==> config.mk <==
export PLATFORM = sky130hd
export DESIGN_NAME = evmon_top
export DESIGN_NICKNAME = d
export VERILOG_FILES = /design/src/rtl/evmon_pkg.sv /design/src/rtl/evmon_prescale.sv /design/src/rtl/evmon_slot.sv /design/src/rtl/evmon_top.sv
export SDC_FILE = /design/constraint.sdc
export NUM_CORES = 1
export LEC_CHECK = 0
export BUFFER_PORTS_ARGS = -buffer_cell sky130_fd_sc_hd__buf_2
export CAP_MARGIN = 20
export CELL_PAD_IN_SITES_DETAIL_PLACEMENT = 1
export CELL_PAD_IN_SITES_GLOBAL_PLACEMENT = 1
export CORE_UTILIZATION = 30
export CTS_BUF_LIST = sky130_fd_sc_hd__clkbuf_16
export DETAILED_ROUTE_END_ITERATION = 10
export GPL_TIMING_DRIVEN = 0
export HOLD_SLACK_MARGIN = 0.1
export PLACE_DENSITY = 0.65
export REMOVE_ABC_BUFFERS = 1
export SYNTH_ARGS = -nofsm -noshare
export SYNTH_HDL_FRONTEND = slang
export SYNTH_SLANG_ARGS = --single-unit
export TNS_END_PERCENT = 5
==> constraint.sdc <==
create_clock -name clk -period 8.6 [get_ports clk]
set_clock_uncertainty 0.15 [all_clocks]
set_input_delay 1.72 -clock clk [delete_from_list [all_inputs] [get_ports clk]]
set_output_delay 1.72 -clock clk [all_outputs]
set_load 0.02 [all_outputs]
==> src/rtl/evmon_pkg.sv <==
// Shared constants of the event-counter monitor: register word addresses,
// event-type field positions and the reserved cycle-tick event number.
// Assumes a 4-bit word address bus and 32-bit data.
package evmon_pkg;
    localparam int ADDR_W    = 4;
    localparam int DATA_W    = 32;
    localparam int NUM_EVT   = 64;
    localparam int SEL_W     = 5;

    localparam logic [ADDR_W-1:0] A_CTRL   = 4'd0;
    localparam logic [ADDR_W-1:0] A_ENSET  = 4'd1;
    localparam logic [ADDR_W-1:0] A_ENCLR  = 4'd2;
    localparam logic [ADDR_W-1:0] A_IESET  = 4'd3;
    localparam logic [ADDR_W-1:0] A_IECLR  = 4'd4;
    localparam logic [ADDR_W-1:0] A_WRAP   = 4'd5;
    localparam logic [ADDR_W-1:0] A_SEL    = 4'd6;
    localparam logic [ADDR_W-1:0] A_TYPE   = 4'd7;
    localparam logic [ADDR_W-1:0] A_COUNT  = 4'd8;
    localparam logic [ADDR_W-1:0] A_CAPLO  = 4'd9;
    localparam logic [ADDR_W-1:0] A_CAPHI  = 4'd10;

    localparam int CTRL_RUN_BIT = 0;
    localparam int CTRL_DIV_BIT = 3;
    localparam int TYPE_NOPRIV_BIT = 31;
    localparam int TYPE_NOUSER_BIT = 30;

    localparam logic [7:0] CYCLE_EVT = 8'h11;
endpackage

==> src/rtl/evmon_prescale.sv <==
// Cycle-tick prescaler. Passes every tick through while division is off;
// with division on, passes one tick in 2**DIV_LOG2. The phase restarts at
// zero whenever division is off, so the first divided pulse comes on the
// 2**DIV_LOG2-th tick after division is turned on.
module evmon_prescale #(
    parameter int DIV_LOG2 = 6
) (
    input  logic clk,
    input  logic rst_n,
    input  logic run,
    input  logic div_on,
    input  logic tick,
    output logic pulse
);
    logic [DIV_LOG2-1:0] phase_q;

    // Advance the divider phase on counted ticks; hold at zero when undivided.
    always_ff @(posedge clk) begin
        if (!rst_n || !div_on)
            phase_q <= '0;
        else if (run && tick)
            phase_q <= phase_q + 1'b1;
    end

    assign pulse = run && tick && (!div_on || (phase_q == '1));
endmodule

==> src/rtl/evmon_slot.sv <==
// One event counter with its event-type register. Selects its event source
// by number, filters it by privilege and implemented-event map, and counts.
// Assumes a software load wins over a simultaneous count step.
module evmon_slot #(
    parameter int          CNT_W    = 32,
    parameter int          NEVT     = 64,
    parameter logic [63:0] IMPL_MAP = 64'h0000_0001_0002_00FF
) (
    input  logic             clk,
    input  logic             rst_n,
    input  logic             glob_en,
    input  logic             slot_en,
    input  logic             wr_type,
    input  logic             wr_cnt,
    input  logic [31:0]      wdata,
    input  logic [NEVT-1:0]  events,
    input  logic             cyc_pulse,
    input  logic             priv,
    output logic [31:0]      type_o,
    output logic [CNT_W-1:0] cnt_o,
    output logic             wrap_o
);
    import evmon_pkg::*;
    localparam int IDX_W = $clog2(NEVT);

    logic             no_priv_q, no_user_q;
    logic [7:0]       evnum_q;
    logic [CNT_W-1:0] cnt_q;
    logic             known, src, allow, step;

    // Hold the event-type fields written by software.
    always_ff @(posedge clk) begin
        if (!rst_n) begin
            no_priv_q <= 1'b0;
            no_user_q <= 1'b0;
            evnum_q   <= '0;
        end else if (wr_type) begin
            no_priv_q <= wdata[TYPE_NOPRIV_BIT];
            no_user_q <= wdata[TYPE_NOUSER_BIT];
            evnum_q   <= wdata[7:0];
        end
    end

    // Decide whether this cycle carries a countable event for this slot.
    always_comb begin
        known = (32'(evnum_q) < NEVT) && IMPL_MAP[evnum_q[IDX_W-1:0]];
        src   = (evnum_q == CYCLE_EVT) ? cyc_pulse : events[evnum_q[IDX_W-1:0]];
        allow = priv ? !no_priv_q : !no_user_q;
        step  = glob_en && slot_en && known && allow && src;
    end

    // Load from software or step by one.
    always_ff @(posedge clk) begin
        if (!rst_n)
            cnt_q <= '0;
        else if (wr_cnt)
            cnt_q <= wdata[CNT_W-1:0];
        else if (step)
            cnt_q <= cnt_q + 1'b1;
    end

    assign wrap_o = step && !wr_cnt && (cnt_q == '1);
    assign type_o = {no_priv_q, no_user_q, 22'b0, evnum_q};
    assign cnt_o  = cnt_q;
endmodule

==> src/rtl/evmon_top.sv <==
// Event-counter performance monitor top: register decode, shared
// enable/interrupt/wrap state, indirect access through a select register,
// and a generated bank of counter slots. Reads are combinational.
module evmon_top #(
    parameter int          NCNT     = 4,
    parameter int          DIV_LOG2 = 6,
    parameter logic [63:0] IMPL_MAP = 64'h0000_0001_0002_00FF
) (
    input  logic        clk,
    input  logic        rst_n,
    input  logic        bus_wr,
    input  logic [3:0]  bus_addr,
    input  logic [31:0] bus_wdata,
    output logic [31:0] bus_rdata,
    input  logic [63:0] events_in,
    input  logic        priv_mode,
    input  logic        cycle_tick,
    output logic        irq_o
);
    import evmon_pkg::*;
    localparam int CNT_W = 32;

    logic             run_q, div_q;
    logic [NCNT-1:0]  cnt_en_q, irq_en_q, wrap_q, wrap_hit;
    logic [SEL_W-1:0] sel_q;
    logic             sel_ok, cyc_pulse;
    logic [NCNT-1:0]  wr_type_v, wr_cnt_v;
    logic [31:0]      type_v [NCNT];
    logic [CNT_W-1:0] cnt_v  [NCNT];
    logic [NCNT*CNT_W-1:0] cnt_flat;

    assign sel_ok = (32'(sel_q) < NCNT);

    // Control, select and enable registers with set/clear semantics.
    always_ff @(posedge clk) begin
        if (!rst_n) begin
            run_q    <= 1'b0;
            div_q    <= 1'b0;
            sel_q    <= '0;
            cnt_en_q <= '0;
            irq_en_q <= '0;
        end else if (bus_wr) begin
            case (bus_addr)
                A_CTRL: begin
                    run_q <= bus_wdata[CTRL_RUN_BIT];
                    div_q <= bus_wdata[CTRL_DIV_BIT];
                end
                A_SEL:   sel_q    <= bus_wdata[SEL_W-1:0];
                A_ENSET: cnt_en_q <= cnt_en_q | bus_wdata[NCNT-1:0];
                A_ENCLR: cnt_en_q <= cnt_en_q & ~bus_wdata[NCNT-1:0];
                A_IESET: irq_en_q <= irq_en_q | bus_wdata[NCNT-1:0];
                A_IECLR: irq_en_q <= irq_en_q & ~bus_wdata[NCNT-1:0];
                default: ;
            endcase
        end
    end

    // Wrap status: write-one-to-clear, a new wrap in the same cycle wins.
    always_ff @(posedge clk) begin
        if (!rst_n)
            wrap_q <= '0;
        else if (bus_wr && bus_addr == A_WRAP)
            wrap_q <= (wrap_q & ~bus_wdata[NCNT-1:0]) | wrap_hit;
        else
            wrap_q <= wrap_q | wrap_hit;
    end

    evmon_prescale #(.DIV_LOG2(DIV_LOG2)) u_pre (
        .clk(clk), .rst_n(rst_n), .run(run_q), .div_on(div_q),
        .tick(cycle_tick), .pulse(cyc_pulse)
    );

    for (genvar i = 0; i < NCNT; i++) begin : g_slot
        assign wr_type_v[i] = bus_wr && (bus_addr == A_TYPE)  && sel_ok && (32'(sel_q) == i);
        assign wr_cnt_v[i]  = bus_wr && (bus_addr == A_COUNT) && sel_ok && (32'(sel_q) == i);
        evmon_slot #(.CNT_W(CNT_W), .NEVT(NUM_EVT), .IMPL_MAP(IMPL_MAP)) u_slot (
            .clk(clk), .rst_n(rst_n), .glob_en(run_q), .slot_en(cnt_en_q[i]),
            .wr_type(wr_type_v[i]), .wr_cnt(wr_cnt_v[i]), .wdata(bus_wdata),
            .events(events_in), .cyc_pulse(cyc_pulse), .priv(priv_mode),
            .type_o(type_v[i]), .cnt_o(cnt_v[i]), .wrap_o(wrap_hit[i])
        );
        assign cnt_flat[i*CNT_W +: CNT_W] = cnt_v[i];
    end

    // Combinational read mux.
    always_comb begin
        bus_rdata = '0;
        case (bus_addr)
            A_CTRL:  begin
                bus_rdata[CTRL_RUN_BIT] = run_q;
                bus_rdata[CTRL_DIV_BIT] = div_q;
            end
            A_ENSET, A_ENCLR: bus_rdata[NCNT-1:0] = cnt_en_q;
            A_IESET, A_IECLR: bus_rdata[NCNT-1:0] = irq_en_q;
            A_WRAP:  bus_rdata[NCNT-1:0] = wrap_q;
            A_SEL:   bus_rdata[SEL_W-1:0] = sel_q;
            A_TYPE:  if (sel_ok) bus_rdata = type_v[sel_q[$clog2(NCNT)-1:0]];
            A_COUNT: if (sel_ok) bus_rdata = cnt_v[sel_q[$clog2(NCNT)-1:0]];
            A_CAPLO: bus_rdata = IMPL_MAP[31:0];
            A_CAPHI: bus_rdata = IMPL_MAP[63:32];
            default: bus_rdata = '0;
        endcase
    end

    assign irq_o = |(wrap_q & irq_en_q);
endmodule

### Word-level counts from Yosys, hierarchy flattened

Memories as Yosys holds them, arrays and structs flattened. A register that Yosys moved wholly into a read port is not among the register bits.
Index checks and enable logic that the tools add are counted.

* bits of input ports: 105
* memories kept: 4
* logic and storage cells: 201
* memory bits (read-only): 256
* flip-flop bits (word level): 193

Memories
* (no name shown): depth 64, width 1, read ports 1, clocked after memory_dff 1, write ports 0, line evmon_slot.sv:46 `known = (32'(evnum_q) < NEVT) && IMPL_MAP[evnum_q[IDX_W-1:0]];`
* (no name shown): depth 64, width 1, read ports 1, clocked after memory_dff 1, write ports 0, line evmon_slot.sv:46
* (no name shown): depth 64, width 1, read ports 1, clocked after memory_dff 1, write ports 0, line evmon_slot.sv:46
* (no name shown): depth 64, width 1, read ports 1, clocked after memory_dff 1, write ports 0, line evmon_slot.sv:46

* equal/unequal tests: 22
* order comparisons: 10
* reductions and logical operators: 75
* mux-type cells: 52
* add/subtract/negate cells: 5
* bitwise operators: 10

Operators with widths (count)
* $mux 32: 14
* $add 32x1->32 const B: 4
* $bmux 32 s2: 2
* $eq 32x32->1 const B: 4
* $pmux 27 s3: 1
* $mux 6: 8
* $logic_and 1x1->1: 43
* $eq 8x5->1 const B: 4
* $lt 8x7->1 const B: 4
* $lt 6x7->1 const B: 4
* $bmux 1 s6: 4
* $and 4x4->4: 4
* $eq 4x3->1 const B: 4
* $mux 1: 16
* $or 4x4->4: 4
* $pmux 1 s8: 2
* $pmux 4 s2: 2
* $logic_not 1->1: 14
* $pmux 2 s7: 1
* $eq 4x4->1 const B: 3
* $reduce_bool 2->1: 6
* $eq 5x2->1 const B: 2
* $eq 4x2->1 const B: 2
* $reduce_and 2->1: 4
* other kinds (15): 18

### Logic depth before layout (Yosys ltp)

Gate-level depths: netlist (run 1).

* depth after elaboration: 10
* depth in mapped cells: 11
* depth with buffers taken out: 8

### Hierarchy

From an unflattened synthesis (run 1), not the netlist that was laid out.

* cells, all modules: 1874
* area total of the unflattened synthesis: 16590.9 um^2

By module, submodules not included
* evmon_slot: cells each 386, times used 4, area an instance 3310.7 um^2, sequential area each 860.8 um^2
* evmon_top: cells each 297, times used 1, area an instance 3081.7 um^2, sequential area each 380.4 um^2
* evmon_prescale: cells each 33, times used 1, area an instance 266.5 um^2, sequential area each 120.1 um^2

### Worst setup path before layout (run 1)

No wires, ideal clock.

* path kind: input port to output port
* start point: in bus_addr[2]
* end point: out bus_rdata[10]
* required time: 6.730 ns
* path buffers: 4
* data arrival time: 3.231 ns
* path slack: 3.499 ns
* stages: 7
* cell sequence: clkbuf_1 > nor2b_1 > and3_1 > clkbuf_1 > clkbuf_1 > clkbuf_1 > and2_1

* longest elaborated chain between the ends: 2
* elaborated cells between the ends (all ways): 4

Ends and longest elaborated chain
* from (decl): line evmon_top.sv:12 `input logic [3:0] bus_addr,`
* $eq 4x4->1 or $eq 4x3->1 (tied branches): line evmon_top.sv:88 `case (bus_addr)`
* $pmux 27 s3 (*): line evmon_top.sv:88
* to (decl): line evmon_top.sv:14 `output logic [31:0] bus_rdata,`

Mark *: on every way between the ends. The rest lies on a longest branch, timed or not.

### Final worst setup path (run 1)

* start point: in bus_addr[3]
* end point: out bus_rdata[0]

* longest elaborated chain between the ends: 3
* elaborated cells between the ends (all ways): 15

Ends and longest elaborated chain (line)
* $eq 4x4->1 (tied with other cells): evmon_top.sv:88
* $reduce_or 2->1 (on tied branches)
* $pmux 1 s8 (*): evmon_top.sv:88

Marked as above.

==> impl_metrics.json, run 1 <==
{
  "clkTransAtPathRegs_ns": 0.07,
  "vias": 14500,
  "grt_setup_unrepaired": "no",
  "crit_top_cell": "buf_2",
  "gp_congestion": 0.831,
  "synthesis.area_um2": 14500,
  "power.leakage_nw": 5.25,
  "final_core_util_pct": 34.7,
  "async_flop_share_pct": 0,
  "cts-htree-levels": 4,
  "peakVddDrop_mv": 0.147,
  "drv_cap": 0,
  "comb_power_share_pct": 11.2,
  "synth_seq_area_share_pct": 27.2,
  "via_per_inst": 6.15,
  "fill_cells": 5477,
  "area_growth_pct": 14.0,
  "crit_path_end_kind": "output port",
  "wl_um": 58400,
  "startpoint": "bus_addr[3]",
  "die_area_um2": 49300,
  "post_cts_buffers": 0,
  "hold_path.class": "flip-flop to flip-flop",
  "drive_gt1_share_pct": 20.1,
  "drtAntennaViolNets": 0,
  "grt_max_degree": 72,
  "cts_buffers": 17,
  "path_class": "primary input to output port",
  "ios": 138,
  "worstPathRequired_ns": 6.73,
  "rr_worst_depth": 7,
  "critPathArrivalTime_ns": 3.81,
  "netlist_instances": 1683,
  "hold_buffers": 0,
  "post-route-min-period_ns": 5.68,
  "synth_ff_type": "dfxtp_1",
  "grt_pass1_vias": 14700,
  "antenna_found_initial": 1,
  "place_hpwl_um": 43000,
  "firstDrtPassIters": 5,
  "clock_path_buffers": 2,
  "status": "finished, final reports clean",
  "num_rows": 80,
  "holdPathStages": 2,
  "p_seq_share_pct": 47.7,
  "wire_per_inst_um": 24.8,
  "drt-initial-drc-count": 1099,
  "drc": 0,
  "coreArea_um2": 47700,
  "cp.depth": 7,
  "max_freq_ghz": 0.176,
  "hp-start": "wrap_q[2]$_SDFF_PN0_",
  "p_int_mw": 1.43,
  "crit_chain": "buf_2 -> nor2b_1 -> and3_1 -> a22o_1 -> a21oi_1 -> o221ai_1 -> buf_2",
  "synth_cell_type_count": 80,
  "cts_root_buf": "clkbuf_16",
  "synth_edf_count": 0,
  "port_buffers": 137,
  "grt_pass1_wl_um": 90300,
  "worstReg2RegStart": "g_slot[0].u_slot.evnum_q[1]$_SDFFE_PN0P_",
  "critical_path_buf_inv_count": 2,
  "clock_power_share_pct": 41.1,
  "grt_overflow": 0,
  "crit_family": "simple AND/OR/NAND/NOR gates",
  "yosysWarnings": 0,
  "relSlewSlack_pct": 15.4,
  "start_util_pct": 30.4,
  "tns_ns": 0,
  "critPathSlowestCell": "and3_1",
  "critPathMaxStageDelay_ns": 0.70,
  "power.density_nw_per_um2": 120,
  "critPathMaxFanout": 13,
  "setup_viol": 0,
  "hold_violations": 0,
  "yosys_register_bits": 197,
  "cts_sinks": 197,
  "die_y_um": 222,
  "crit_path_start_kind": "primary input",
  "fp.dieW_um": 222,
  "ctsResizeCount": 0,
  "insertion_delay_ns": 0.47,
  "nets": 1833,
  "power.switching_mw": 0.544,
  "cts_tree": "yes",
  "period_share_pct": 66.0,
  "avgSynthCellArea_um2": 8.62,
  "netSwitchingFraction_pct": 27.5,
  "grtUsageTotal_pct": 23.7,
  "worst-slew-pin-transition_ns": 1.26,
  "num_antenna_cells": 0,
  "slew_viol_final": 0
}
[worst register-to-register path, cell delays in order, from the launching register on]
cell and delay [ns]:
dfxtp_1 1.07, mux4_2 0.61, mux2_2 0.29, o2bb2ai_1 0.16, nor4_4 0.91, nand2_1 0.74
and4_1 0.45, nor3_1 0.19
[sequential cells by signal (all words and copies together), names as in the netlist, named ones only]
register,cells
run_q,1
u_pre.phase_q,6
sel_q,5
wrap_q,4
div_q,1
g_slot.u_slot.no_user_q,4
g_slot.u_slot.evnum_q,32
g_slot.u_slot.cnt_o,128
g_slot.u_slot.no_priv_q,4
[cell usage in the layout, fill, tap and decap left out, types with 23 or more instances in the layout]
master,synthesis,final
dfxtp_1,197,195
buf_2,21,136
nor2_1,135,135
o21ai_0,134,134
a21oi_1,105,105
nand2_1,104,104
mux4_2,100,100
nand3_1,85,85
mux2i_1,65,65
nand4_1,59,59
nor3_1,53,50
and3_1,41,41
xnor2_1,41,41
and2_1,36,36
a211oi_1,28,27
xor2_1,23,23
[layout make-up]
class / count / area, µm² / area share (%)
clock buffer: 17 / 425 / 2.57
clock inverter: 15 / 139 / 0.839
inverter: 19 / 71.3 / 0.431
multi-input combinational: 1316 / 9940 / 60.1
sequential: 197 / 3950 / 23.9
tap: 615 / 769 / 4.65
timing repair buffer: 172 / 1250 / 7.56
[path summary, 6_finish.rpt]
path                                             end  slack [ns]
max                                     bus_rdata[0]        2.92
min                             wrap_q[2]$_SDFF_PN0_        0.36
max reg2reg  g_slot[0].u_slot.cnt_o[18]$_SDFFE_PN0P_        3.94
min reg2reg                     wrap_q[2]$_SDFF_PN0_        0.36
[layer usage]
metal / share of wire (%) / track usage, % / up-vias
met1: 43 / 30.4 / 7412
met2: 49 / 40.7 / 400
li1: - / - / 6549
met3: 4.4 / 2.85 / 98
met4: 3.3 / 8.49 / 0
met5: 0 / 0 / -
[synth_stat cells, types with 23 or more instances]
master / number / area, µm²
a21oi_1: 105 / 526
nor3_1: 53 / 265
nand2_1: 104 / 390
xor2_1: 23 / 201
and2_1: 36 / 225
nand3_1: 85 / 425
clkbuf_1: 104 / 390
mux2i_1: 65 / 651
xnor2_1: 41 / 359
dfxtp_1: 197 / 3940
mux4_2: 100 / 2250
and3_1: 41 / 257
nand4_1: 59 / 369
nor2_1: 135 / 507
o21ai_0: 134 / 671
a211oi_1: 28 / 210
nor4_1: 23 / 144
a31oi_1: 23 / 144
[power groups by stage]
stage | clock network, mW | registers [mW] | logic [mW]
after floorplan | 0 | 0.957 | 0.102
after global placement | 0 | 0.964 | 0.202
after detailed placement | 0 | 0.964 | 0.217
after CTS | 0.830 | 0.943 | 0.218
after global routing | 0.863 | 0.945 | 0.237
final | 0.813 | 0.943 | 0.222
[through the flow]
stage               total power [mW]  cell area, µm²  hold slack (ns)  setup WS (ns)  cells
finish                          1.98           16500            0.357           2.92   2351
global route                    2.05           16500            0.373           2.81   2351
CTS                             1.99           16400            0.358           2.92   2345
detailed placement              1.18           15900            0.343           2.92   2313
global placement                1.17           15300            0.316           1.14   2284
floorplan                       1.06           13900            0.293           3.63   1532
[cell families (layout without fill, tap and decap cells)]
group	count (synthesis)	count (layout)	synth area share, %
adder cells (fa/ha/maj)	5	5	0.431
multiplexers	184	184	21.9
AND/OR/NAND/NOR	660	660	24.4
AO/OA/AOI/OAI	403	403	17.4
flip-flops	197	197	27.2
XOR/XNOR	64	64	3.86
buffers and inverters	170	223	4.83
No activity file was read; power rests on OpenSTA's default activity.
==> run 2, diff against run 1 <==
Settings changed: ABC_AREA from default to 1, PLACE_DENSITY 0.65 to 0.69.
Clock period 8.6 ns to 5.9 ns, I/O delays scaled along.
==> impl_metrics.json, run 2 <==
{
  "hold_violations": 0,
  "use_met1_pct": 34.6,
  "worstPathRequired_ns": 4.57,
  "cts-htree-levels": 4,
  "power.density_nw_per_um2": 160,
  "num_rows": 85,
  "final_common_cell": "nand2_1",
  "power.leakage_nw": 6.78,
  "grt-busiest-layer": "met2",
  "synth_top_family_by_area": "simple AND/OR/NAND/NOR gates",
  "antenna_found_initial": 2,
  "ios": 138,
  "grt_max_degree": 81,
  "clkTransAtPathRegs_ns": 0.07,
  "startpoint": "sel_q[0]$_SDFFE_PN0P_",
  "post_cts_buffers": 0,
  "post-route-min-period_ns": 4.90,
  "register_area_um2": 3950,
  "grtUsageTotal_pct": 26.7,
  "nets": 2887,
  "netlist_instances": 2755,
  "grt_setup_unrepaired": "no",
  "final_cells": 3485,
  "rr_worst_depth": 15,
  "gp_congestion": 0.948,
  "worstReg2RegStart": "g_slot[2].u_slot.evnum_q[1]$_SDFFE_PN0P_",
  "drive_gt1_share_pct": 10.1,
  "reg2reg_slack_ns": 2.03,
  "synth_mux_area_share_pct": 0,
  "p_total_mw": 2.89,
  "firstDrtPassIters": 5,
  "tns_ns": 0,
  "port_buffers": 137,
  "yosysWarnings": 0,
  "vias": 19700,
  "synth_fa_ha_area_share_pct": 0.383,
  "synth_cell_type_count": 49,
  "endpoint": "bus_rdata[2]",
  "critPathMaxFanout": 31,
  "synth_seq_area_share_pct": 24.1,
  "slew_viol_final": 0,
  "peakVddDrop_mv": 0.159,
  "area_growth_pct": 10.9,
  "coreArea_um2": 53800,
  "die_y_um": 235,
  "synth-simple-area-share_pct": 37.5,
  "synth_ff_type": "dfxtp_1",
  "place_hpwl_um": 57000,
  "grt_pass1_vias": 19200,
  "drt-initial-drc-count": 1361,
  "crit_path_start_kind": "flip-flop",
  "path_class": "flip-flop to output port",
  "drtAntennaViolNets": 0,
  "via_per_inst": 5.65,
  "grt_overflow": 0,
  "async_flop_share_pct": 0,
  "max_freq_ghz": 0.204,
  "ctsResizeCount": 0,
  "yosysTopAreaCell": "dfxtp_1",
  "use_met2_pct": 44.2,
  "use_met3_pct": 3.20,
  "synth_compound_area_share_pct": 21.5,
  "largest_reg_flops": 128,
  "hold_path.class": "flip-flop to flip-flop",
  "multiInputGateArea_um2": 10400,
  "drv_cap": 0,
  "synthesis.area_um2": 16300,
  "drc": 0,
  "grt_pass1_wl_um": 115000,
  "wl_um": 75600,
  "insertion_delay_ns": 0.47,
  "synth.area.top_cells": "dfxtp_1 24%, nand2_1 16%, nand3_1 9.8%",
  "r2r_end": "g_slot[2].u_slot.cnt_o[1]$_SDFFE_PN0P_",
  "setup_viol": 0,
  "yosys-top-cells-count": "688 x nand2_1, 320 x nand3_1, 274 x inv_1",
  "synth.top_cell.area_share_pct": 24.1,
  "cts_root_buf": "clkbuf_16",
  "clock_path_buffers": 2,
  "crit_path_end_kind": "output port",
  "cts_buffers": 17,
  "die_area_um2": 55400,
  "critPathArrivalTime_ns": 3.57,
  "synth_xor_xnor_area_share_pct": 4.45,
  "wire_per_inst_um": 21.7,
  "mostFrequentLayoutCells": "686 x nand2_1, 320 x nand3_1, 275 x inv_1, 259 x a21oi_1, 217 x o21ai_0",
  "yosys_register_bits": 197,
  "period_share_pct": 83.0,
  "holdWs_ns": 0.333,
  "relSlewSlack_pct": 26.7,
  "cts_sinks": 197,
  "avgSynthCellArea_um2": 5.93,
  "dp_cells": 3447,
  "fill_cells": 7197,
  "hold_buffers": 0,
  "status": "finished, final reports clean",
  "start_util_pct": 30.4,
  "fp.dieW_um": 235,
  "synth_edf_count": 0,
  "post-synth-top-count-cell": "nand2_1",
  "cts_tree": "yes",
  "worst-slew-pin-transition_ns": 1.10
}
==> run 2: changes by cell type in the layout (fill, tap and decap cells not counted), sizes merged, moves of 43 or more <==
| cell | change |
|---|---|
| a21oi | +156 |
| inv | +280 |
| mux2i | -65 |
| mux4 | -104 |
| nand2 | +605 |
| nand3 | +242 |
| nor2 | +82 |
| o21ai | +105 |
| xor2 | +43 |
==> run 2: cells by family after synthesis <==
group | after synthesis
simple gates | 1384
xor+xnor | 83
flops | 197
compound gates | 633
buf+inv | 453
fa+ha+maj | 5
==> run 2: power by group <==
group | internal (mW) | leakage [nW] | switching [mW]
Sequential | 1.33 | 1.59 | 0.00770
Combinational | 0.0739 | 4.90 | 0.201
Clock | 0.697 | 0.290 | 0.576
==> run 2: cell type report <==
cell class	count	area share (%)
multi-input combinational	2105	57.7
tap	696	4.81
timing repair buffer	156	6.16
antenna	1	0.0138
clock buffer	17	2.35
clock inverter	13	0.912
inverter	300	6.26
sequential	197	21.8
==> run 2: layer usage <==
layer,vias up,share of wire [%]
li1,9232,-
met3,173,4.7
met1,9619,44
met5,-,0.0093
met4,2,4.7
met2,657,47
==> run 2: stage by stage <==
stage | setup WS [ns] | area [µm²] | util (%)
final | 1.00 | 18100 | 33.7
after global routing | 0.939 | 18100 | 33.6
after CTS | 0.705 | 17900 | 33.3
after detailed placement | 1.19 | 17300 | 32.2
after global placement | -0.0967 | 17100 | 31.7
after floorplan | 2.08 | 15500 | -
==> run 2: worst min-delay path by stage <==
| stage | startpoint | to | slack, ns | cells after the start |
|---|---|---|---|---|
| 6_report | u_pre.phase_q[5]$_SDFFE_PP0P_ | u_pre.phase_q[5]$_SDFFE_PP0P_ | 0.33 | 2 |
| 5_1_grt | u_pre.phase_q[5]$_SDFFE_PP0P_ | u_pre.phase_q[5]$_SDFFE_PP0P_ | 0.35 | 2 |
| 4_1_cts | u_pre.phase_q[5]$_SDFFE_PP0P_ | u_pre.phase_q[5]$_SDFFE_PP0P_ | 0.34 | 2 |
| 3_5_place_dp | u_pre.phase_q[5]$_SDFFE_PP0P_ | u_pre.phase_q[5]$_SDFFE_PP0P_ | 0.32 | 2 |
| 3_3_place_gp | u_pre.phase_q[5]$_SDFFE_PP0P_ | u_pre.phase_q[5]$_SDFFE_PP0P_ | 0.31 | 2 |
| 2_1_floorplan | u_pre.phase_q[5]$_SDFFE_PP0P_ | u_pre.phase_q[5]$_SDFFE_PP0P_ | 0.29 | 2 |
==> run 2: critical path: stages, from the launching register on <==
cell and delay, ns:
dfxtp_1 0.39, nor2_4 0.81, inv_1 0.67, o21ai_0 0.46, o21ai_0 0.17, o311ai_0 0.26
buf_2 0.30
==> run 3, diff against run 2 <==
Clock period 5.9 ns to 4.94 ns, I/O delays scaled along.
==> impl_metrics.json, run 3 (synthesis results as in run 2) <==
{
  "hold_buffers": 0,
  "wire_per_inst_um": 21.7,
  "die_y_um": 235,
  "max_freq_ghz": 0.214,
  "worstPathRequired_ns": 3.80,
  "drv_cap": 0,
  "min_to": "u_pre.phase_q[5]$_SDFFE_PP0P_",
  "num_rows": 85,
  "startpoint": "sel_q[0]$_SDFFE_PN0P_",
  "use_met1_pct": 34.6,
  "grt_setup_unrepaired": "no",
  "grt-busiest-layer": "met2",
  "holdWs_ns": 0.333,
  "holdPathStages": 2,
  "critPathMaxFanout": 31,
  "use_met3_pct": 3.20,
  "cts_root_buf": "clkbuf_16",
  "firstDrtPassIters": 5,
  "drtAntennaViolNets": 0,
  "gp_congestion": 0.948,
  "place_hpwl_um": 57000,
  "stdcell_area_um2": 18100,
  "status": "finished, final reports clean",
  "clkTransAtPathRegs_ns": 0.07,
  "power.leakage_nw": 6.77,
  "fill_cells": 7201,
  "vias": 19600,
  "path_class": "flip-flop to output port",
  "use_met2_pct": 44.2,
  "rr_worst_depth": 15,
  "clock_power_share_pct": 44.1,
  "cts_sinks": 197,
  "grt_pass1_vias": 19200,
  "critPathSlowestCell": "nor2_4",
  "grt_pass1_wl_um": 115000,
  "hp-start": "u_pre.phase_q[5]$_SDFFE_PP0P_",
  "port_buffers": 137,
  "drc": 0,
  "post-route-min-period_ns": 4.67,
  "drive_gt1_share_pct": 10.0,
  "final_common_cell": "nand2_1",
  "p_int_mw": 2.51,
  "cts_buffers": 17,
  "grt_overflow": 0,
  "coreArea_um2": 53800,
  "placed_area_um2": 17300,
  "grtUsageTotal_pct": 26.7,
  "relSlewSlack_pct": 29.6,
  "area_growth_pct": 10.8,
  "start_util_pct": 30.4,
  "multiInputGateArea_um2": 10500,
  "nets": 2886,
  "drt-initial-drc-count": 1384,
  "insertion_delay_ns": 0.48,
  "antenna_found_initial": 2,
  "cts_tree": "yes",
  "grt_max_degree": 81,
  "clock_path_buffers": 2,
  "fp.dieW_um": 235,
  "wl_um": 75500,
  "period_share_pct": 94.5,
  "power.density_nw_per_um2": 191,
  "p_seq_share_pct": 46.4,
  "critPathArrivalTime_ns": 3.53,
  "reg2reg_slack_ns": 1.11,
  "via_per_inst": 5.63,
  "crit_chain": "nor2_4 -> inv_1 -> o21ai_0 -> o21ai_0 -> o311ai_0 -> buf_2",
  "ios": 138,
  "crit_top_cell": "o21ai_0",
  "slew_viol_final": 0,
  "mostFrequentLayoutCells": "686 x nand2_1, 320 x nand3_1, 275 x inv_1, 259 x a21oi_1, 217 x o21ai_0",
  "netSwitchingFraction_pct": 27.2,
  "cts-htree-levels": 4,
  "hold_violations": 0,
  "die_area_um2": 55400,
  "peakVddDrop_mv": 0.190,
  "power.switching_mw": 0.939,
  "hold_path.class": "flip-flop to flip-flop",
  "crit_path_end_kind": "output port",
  "r2r_end": "g_slot[2].u_slot.cnt_o[1]$_SDFFE_PN0P_",
  "critPathMaxStageDelay_ns": 0.80,
  "worstReg2RegStart": "g_slot[2].u_slot.evnum_q[1]$_SDFFE_PN0P_",
  "crit_path_start_kind": "flip-flop",
  "comb_power_share_pct": 9.5,
  "setup_viol": 0,
  "register_area_um2": 3950,
  "largest_reg_flops": 128,
  "worst-slew-pin-transition_ns": 1.06
}
## run 3: through the flow
step | util, % | power, mW | setup slack [ns] | cells | setup TNS, ns
6_report | 33.6 | 3.45 | 0.272 | 3484 | 0
5_1_grt | 33.6 | 3.55 | 0.155 | 3483 | 0
4_1_cts | 33.3 | 3.46 | -0.0390 | 3477 | -0.0390
3_5_place_dp | 32.2 | 1.96 | 0.490 | 3447 | 0
3_3_place_gp | 31.7 | 1.94 | -0.961 | 3435 | -48.67
2_1_floorplan | - | 1.78 | 1.31 | 2602 | 0
## run 3: worst max-delay path by stage
stage | end | slack, ns | depth (start not counted)
2_1_floorplan | bus_rdata[31] | 1.31 | 6
3_3_place_gp | g_slot[0].u_slot.cnt_o[16]$_SDFFE_PN0P_ | -0.96 | 8
3_5_place_dp | bus_rdata[30] | 0.49 | 7
4_1_cts | bus_rdata[31] | -0.04 | 5
5_1_grt | bus_rdata[8] | 0.15 | 6
6_report | bus_rdata[2] | 0.27 | 6
## run 3: final cells by class
cell class                 count  area share [%]
sequential                   197            21.8
clock buffer                  17            2.35
inverter                     300            6.26
timing repair buffer         155            6.08
clock inverter                13           0.912
multi-input combinational   2105            57.7
antenna                        1          0.0138
tap                          696            4.81
## run 3: power by group through the flow
| stage | clock (mW) | sequential [mW] | combinational [mW] |
|---|---|---|---|
| finish | 1.52 | 1.60 | 0.327 |
| global route | 1.60 | 1.60 | 0.353 |
| CTS | 1.54 | 1.60 | 0.321 |
| detailed placement | 0 | 1.64 | 0.320 |
| global placement | 0 | 1.64 | 0.304 |
| floorplan | 0 | 1.64 | 0.140 |
## run 3: timing repair
action                     in CTS  in global routing
setup endpoints to repair       3                  0
buffers inserted                0                  0
gates resized for setup         1                  0
## run 3: critical path: cells and delay by family (launching register included)
| family | cells | cell delay, ns |
|---|---|---|
| simple gates | 1 | 0.80 |
| flops | 1 | 0.40 |
| compound gates | 3 | 0.87 |
| buf+inv | 2 | 0.95 |
## run 3: metal layers
metal	up-vias	share of wire, %
met3	180	5.3
met2	677	46
met1	9534	44
li1	9232	-
met4	2	4.8
met5	-	0.0093
